[config.mk]
export PLATFORM = sky130hd
export DESIGN_NAME = wiper_counter
export DESIGN_NICKNAME = d
export VERILOG_FILES = /design/src/rtl/wpc_pkg.sv /design/src/rtl/wpc_por_timer.sv /design/src/rtl/wpc_recall.sv /design/src/rtl/wpc_cmd_arb.sv /design/src/rtl/wpc_pos_reg.sv /design/src/rtl/wiper_counter.sv
export SDC_FILE = /design/constraint.sdc
export NUM_CORES = 1
export LEC_CHECK = 0
export ABC_AREA = 1
export CAP_MARGIN = 20
export CORE_AREA = 2 2 98 81
export CTS_CLUSTER_SIZE = 12
export DETAILED_ROUTE_END_ITERATION = 10
export DIE_AREA = 0 0 100 83
export PLACE_DENSITY = 0.51
export SETUP_SLACK_MARGIN = 0.05
export SYNTH_ARGS = -nofsm -noshare
export SYNTH_HDL_FRONTEND = slang
export SYNTH_SLANG_ARGS = --single-unit
export TNS_END_PERCENT = 1
[constraint.sdc]
create_clock -name clk -period 2.4 [get_ports clk]
set_input_delay 0.36 -clock clk [delete_from_list [all_inputs] [get_ports clk]]
set_output_delay 0.36 -clock clk [all_outputs]
set_load 0.05 [all_outputs]
[src/rtl/wpc_pkg.sv]
package wpc_pkg;

    localparam int POS_BITS = 7;

    typedef logic [POS_BITS-1:0] pos_t;

    typedef enum logic [1:0] {
        RC_WAIT,
        RC_READ,
        RC_CAPTURE,
        RC_DONE
    } rc_state_e;

    typedef enum logic [2:0] {
        SRC_HOLD,
        SRC_RECALL,
        SRC_LOAD,
        SRC_XFER,
        SRC_INC,
        SRC_DEC
    } src_e;

    typedef struct packed {
        src_e src;
        pos_t val;
    } upd_t;

    // Saturate a raw 7-bit value to the top tap.
    function automatic pos_t clamp_top(pos_t v, pos_t top);
        return (v > top) ? top : v;
    endfunction

    // Recall rule: out-of-range stored value maps to mid-scale.
    function automatic pos_t recall_fix(pos_t v, pos_t top, pos_t mid);
        return (v > top) ? mid : v;
    endfunction

endpackage

[src/rtl/wpc_por_timer.sv]
module wpc_por_timer #(
    parameter int DELAY_CYCLES = 500000
) (
    input  logic clk,
    input  logic rst,
    output logic delay_done
);
    localparam int CNT_W = $clog2(DELAY_CYCLES + 1) + 1;
    localparam logic [CNT_W-1:0] LIMIT = CNT_W'(DELAY_CYCLES);

    logic [CNT_W-1:0] cnt_q;

    always_ff @(posedge clk) begin
        if (rst) begin
            cnt_q <= '0;
        end else if (cnt_q != LIMIT) begin
            cnt_q <= cnt_q + 1'b1;
        end
    end

    assign delay_done = (cnt_q == LIMIT);

endmodule

[src/rtl/wpc_recall.sv]
module wpc_recall #(
    parameter int ADDR_W = 7
) (
    input  logic              clk,
    input  logic              rst,
    input  logic              start,
    output logic              rd_en,
    output logic [ADDR_W-1:0] rd_addr,
    output logic              capture,
    output logic              ready
);
    import wpc_pkg::*;

    rc_state_e state_q, state_d;

    always_comb begin
        state_d = state_q;
        unique case (state_q)
            RC_WAIT:    if (start) state_d = RC_READ;
            RC_READ:    state_d = RC_CAPTURE;
            RC_CAPTURE: state_d = RC_DONE;
            RC_DONE:    state_d = RC_DONE;
            default:    state_d = RC_WAIT;
        endcase
    end

    always_ff @(posedge clk) begin
        if (rst) state_q <= RC_WAIT;
        else     state_q <= state_d;
    end

    assign rd_en   = (state_q == RC_READ);
    assign rd_addr = '0;
    assign capture = (state_q == RC_CAPTURE);
    assign ready   = (state_q == RC_DONE);

endmodule

[src/rtl/wpc_cmd_arb.sv]
module wpc_cmd_arb #(
    parameter int WORD_W   = 16,
    parameter int XFER_LSB = 8,
    parameter int POS_MAX  = 100,
    parameter int POS_MID  = 50
) (
    input  logic              ready,
    input  logic              capture,
    input  logic [WORD_W-1:0] rd_data,
    input  logic              load_en,
    input  wpc_pkg::pos_t     load_val,
    input  logic              xfer_en,
    input  logic [WORD_W-1:0] xfer_word,
    input  logic              step_en,
    input  logic              step_up,
    input  wpc_pkg::pos_t     cur_pos,
    output wpc_pkg::upd_t     upd
);
    import wpc_pkg::*;

    localparam pos_t TOP = pos_t'(POS_MAX);
    localparam pos_t MID = pos_t'(POS_MID);

    pos_t recall_raw;
    pos_t xfer_raw;

    assign recall_raw = rd_data[POS_BITS-1:0];
    assign xfer_raw   = xfer_word[XFER_LSB +: POS_BITS];

    always_comb begin
        upd.src = SRC_HOLD;
        upd.val = cur_pos;
        if (capture) begin
            upd.src = SRC_RECALL;
            upd.val = recall_fix(recall_raw, TOP, MID);
        end else if (ready) begin
            if (load_en) begin
                upd.src = SRC_LOAD;
                upd.val = clamp_top(load_val, TOP);
            end else if (xfer_en) begin
                upd.src = SRC_XFER;
                upd.val = clamp_top(xfer_raw, TOP);
            end else if (step_en && step_up) begin
                if (cur_pos < TOP) begin
                    upd.src = SRC_INC;
                    upd.val = cur_pos + 1'b1;
                end
            end else if (step_en && !step_up) begin
                if (cur_pos != '0) begin
                    upd.src = SRC_DEC;
                    upd.val = cur_pos - 1'b1;
                end
            end
        end
    end

endmodule

[src/rtl/wpc_pos_reg.sv]
module wpc_pos_reg (
    input  logic          clk,
    input  logic          rst,
    input  wpc_pkg::upd_t upd,
    output wpc_pkg::pos_t pos
);
    import wpc_pkg::*;

    pos_t pos_q;

    always_ff @(posedge clk) begin
        if (rst) begin
            pos_q <= '0;
        end else if (upd.src != SRC_HOLD) begin
            pos_q <= upd.val;
        end
    end

    assign pos = pos_q;

endmodule

[src/rtl/wiper_counter.sv]
module wiper_counter #(
    parameter int WORD_W       = 16,
    parameter int ADDR_W       = 7,
    parameter int XFER_LSB     = 8,
    parameter int POS_MAX      = 100,
    parameter int POS_MID      = 50,
    parameter int DELAY_CYCLES = 500000
) (
    input  logic              clk,
    input  logic              rst,
    input  logic              load_en,
    input  logic [6:0]        load_val,
    input  logic              xfer_en,
    input  logic [WORD_W-1:0] xfer_word,
    input  logic              step_en,
    input  logic              step_up,
    output logic              mem_rd_en,
    output logic [ADDR_W-1:0] mem_rd_addr,
    input  logic [WORD_W-1:0] mem_rd_data,
    output logic              ready,
    output logic [6:0]        wiper_pos
);
    import wpc_pkg::*;

    logic delay_done;
    logic capture;
    upd_t upd;
    pos_t pos;

    wpc_por_timer #(.DELAY_CYCLES(DELAY_CYCLES)) u_timer (
        .clk        (clk),
        .rst        (rst),
        .delay_done (delay_done)
    );

    wpc_recall #(.ADDR_W(ADDR_W)) u_recall (
        .clk     (clk),
        .rst     (rst),
        .start   (delay_done),
        .rd_en   (mem_rd_en),
        .rd_addr (mem_rd_addr),
        .capture (capture),
        .ready   (ready)
    );

    wpc_cmd_arb #(
        .WORD_W   (WORD_W),
        .XFER_LSB (XFER_LSB),
        .POS_MAX  (POS_MAX),
        .POS_MID  (POS_MID)
    ) u_arb (
        .ready     (ready),
        .capture   (capture),
        .rd_data   (mem_rd_data),
        .load_en   (load_en),
        .load_val  (load_val),
        .xfer_en   (xfer_en),
        .xfer_word (xfer_word),
        .step_en   (step_en),
        .step_up   (step_up),
        .cur_pos   (pos),
        .upd       (upd)
    );

    wpc_pos_reg u_pos (
        .clk (clk),
        .rst (rst),
        .upd (upd),
        .pos (pos)
    );

    assign wiper_pos = pos;

endmodule

==> parameters.txt <==
Parameter                              Value

Worst hold path
  Min-Delay Path Class    reg2reg

Floorplanning
  I/O pin count    61
  # rows    28
  Starting Density    29.5%
  Area of the core    0.00729 sq mm
  Vert. Die Dim    83 um
  DIE WIDTH    100 um
  Die area    0.00830 sq mm

CTS
  CTS tree    built
  Root Driver    sky130_fd_sc_hd__clkbuf_8
  H-tree depth    2
  CTS Buffer Depth    2
  Worst-skew pair later-pin latency    0.28 ns
  Hold buffer count at CTS    0
  Cts bufs inserted    5
  Total setup buffers inserted after CTS    0
  # clock sinks    29
  Post-CTS sizing    0
  Clock-pin slew reported for the worst setup and hold paths after clock tree synthesis    0.06 ns

Synthesis
  Yosys synthesis warning count    0
  Number of enable flip-flop cells after synthesis    0
  Synthesized area per cell    6.13 sq um
  Most repeated cell in the gate-level netlist after synthesis    sky130_fd_sc_hd__nand2_1
  Share of the yosys chip area belonging to registers    27.0%
  Largest cells by area after synthesis    sky130_fd_sc_hd__dfxtp_1 27%, sky130_fd_sc_hd__nand2_1 15%, sky130_fd_sc_hd__a21oi_1 8.4%, sky130_fd_sc_hd__inv_1 7.7%, sky130_fd_sc_hd__nor2_1 7.2%
  Most frequent cells after synthesis    86 x sky130_fd_sc_hd__nand2_1, 44 x sky130_fd_sc_hd__inv_1, 41 x sky130_fd_sc_hd__nor2_1
  Main synth FF type    sky130_fd_sc_hd__dfxtp_1
  Post-synth ARST share    0%
  Cell taking the most area after synthesis    sky130_fd_sc_hd__dfxtp_1
  Number of synthesized register bits    29
  Combined area of all synthesized cells    0.00215 sq mm
  Synth top area share    27.0%
  Number of standard cells after synthesis    351
  Netlist cell types    32

Place
  PortBufs    35
  Cell count after placement    474
  Worst slack after detailed placement    0.371 ns
  Gpl congestion    0.844
  Placed wire-length estimate after detailed placement    4.54 mm

STA
  Highest Clock Rate    472 MHz
  Worst-case setup margin in the final layout    0.279 ns
  Post-route worst hold slack    0.462 ns
  Setup_tns    0 ns
  Max Transition Viols Final    0
  Final critical delay including setup and external delays    2.12 ns
  Total count of hold-check failures in the final report    0
  Setup repair after global routing missed its margin    false
  Post-Route Skew    0.00413 ns
  Count of final setup violators    0
  Relative max-transition margin    66.0%
  Final Cycle Share    88.4%
  Least-Margin Pin Slew    0.508 ns

Detailed routing
  Post-DRT Antenna Nets    0
  Final routed DRC violation total    0
  Number of vias per cell after detailed routing    4.70
  Count of TritonRoute iterations in the first routing pass    5
  DR WL/cell    11.5 um
  Final WL    5.54 mm
  Total number of vias    2,263
  Drt first-iter violations    112

Global routing
  Maximum number of pins on one net before global-route repair    15
  Wire length of the first global-routing pass    9.72 mm
  Number of global-route vias before repair    2,117
  Total congestion overflow after global routing    0
  Number of antenna violations at the first check in global routing    0
  Global-route usage over all layers    14.4%

Setup path
  Endpoint class of the critical path    output pin
  Arrival time worst endpoint    1.76 ns
  Critical path data required time    2.04 ns
  Worst setup slack for register-to-register paths    0.44 ns
  Crit path kind    reg2out
  CP Max Fanout    5
  Startpoint kind of the worst setup timing path    flop

Cells and area
  Cell Count, Final, Fillers Out    481
  Net count of the finished layout    441
  Area added between synthesis and finish    23.8%
  Layout cell share with drive strength beyond 1    7.42%
  Number of antenna repair diodes    0

Flow run
  Number of max-cap violations    0

Power and ir drop
  Leakage power summed over all cells    1.20 nW
  Maximum resistive drop on vdd    0.000261 V
  P per Cell Area    389 mW/mm^2

Run status
  Result of the run    completed
## through the flow
stage / area, sq um / power (mW) / utilization (%)
CTS: 2660 / 1.05 / 36.5
detailed placement: 2580 / 0.641 / 35.4
floorplan: 2170 / 0.586 / -
finish: 2660 / 1.04 / 36.5
global placement: 2580 / 0.641 / 35.4
global route: 2660 / 1.09 / 36.5
## sequential cells by signal, summed over array words and instances (netlist names)
name / count
u_pos.pos: 7
u_timer.cnt_q: 20
u_recall.state_q: 2
## critical path: stages (launching register included)
cell	delay, ns
sky130_fd_sc_hd__dfxtp_1	0.41
sky130_fd_sc_hd__inv_1	0.11
sky130_fd_sc_hd__nor2_1	0.14
sky130_fd_sc_hd__clkdlybuf4s50_1	0.83
## final cells by class
type                       count  area (sq um)
inverter                      46           173
multi-input combinational    268          1320
timing repair buffer          41           395
clock buffer                   7          86.3
sequential                    29           581
tap                           90           113
fill                         825          4620
## placed cells by master (no fill, tap or decap), types with 2 or more instances in the layout
master	instances
sky130_fd_sc_hd__nand4_1	12
sky130_fd_sc_hd__ha_1	5
sky130_fd_sc_hd__nor2_1	41
sky130_fd_sc_hd__nor2_4	2
sky130_fd_sc_hd__nand2_1	86
sky130_fd_sc_hd__nand3_2	2
sky130_fd_sc_hd__a31oi_1	2
sky130_fd_sc_hd__nand3_1	30
sky130_fd_sc_hd__inv_1	44
sky130_fd_sc_hd__clkbuf_8	6
sky130_fd_sc_hd__dfxtp_1	29
sky130_fd_sc_hd__buf_4	6
sky130_fd_sc_hd__nand2_4	2
sky130_fd_sc_hd__clkdlybuf4s50_1	35
sky130_fd_sc_hd__nor2_2	2
sky130_fd_sc_hd__a21oi_1	36
sky130_fd_sc_hd__xor2_1	2
sky130_fd_sc_hd__conb_1	7
sky130_fd_sc_hd__nand2_2	5
sky130_fd_sc_hd__nor3_1	4
sky130_fd_sc_hd__o21ai_0	22
## worst paths after layout
kind,startpoint,endpoint,cells after the start
worst max-delay path,u_recall.state_q[0],mem_rd_en,3
worst min-delay path,u_timer.cnt_q[19],u_timer.cnt_q[19],2
worst max register to register,u_pos.pos[0],u_pos.pos[6],12
worst min register to register,u_timer.cnt_q[19],u_timer.cnt_q[19],2
## layer usage
metal / up-vias / track usage (%) / routed length (um)
met5: - / 0 / 0
li1: 1210 / - / -
met4: 0 / 3.36 / 29
met3: 2 / 3.11 / 288
met1: 1006 / 22.2 / 3030
met2: 45 / 20.1 / 2190
## report_power, final
| part | switching, mW | internal [mW] |
|---|---|---|
| clock | 0.178 | 0.227 |
| sequential | 0.00402 | 0.486 |
| combinational | 0.0809 | 0.0601 |
| total | 0.263 | 0.773 |
## kinds of logic (layout without fill, tap and decap cells)
family	Yosys count	after routing	share of synthesized area [%]
AOI/OAI and AO/OA	62	62	14.8
xor gates and xnor gates	2	2	0.815
adders and majority gates	5	5	2.91
buffers and inverters	60	94	12.9
DFF	29	29	27.0
muxes	1	1	0.465
other	1	7	0.174
and+or+nand+nor	191	191	40.9
(Power assumes the default switching activity.)
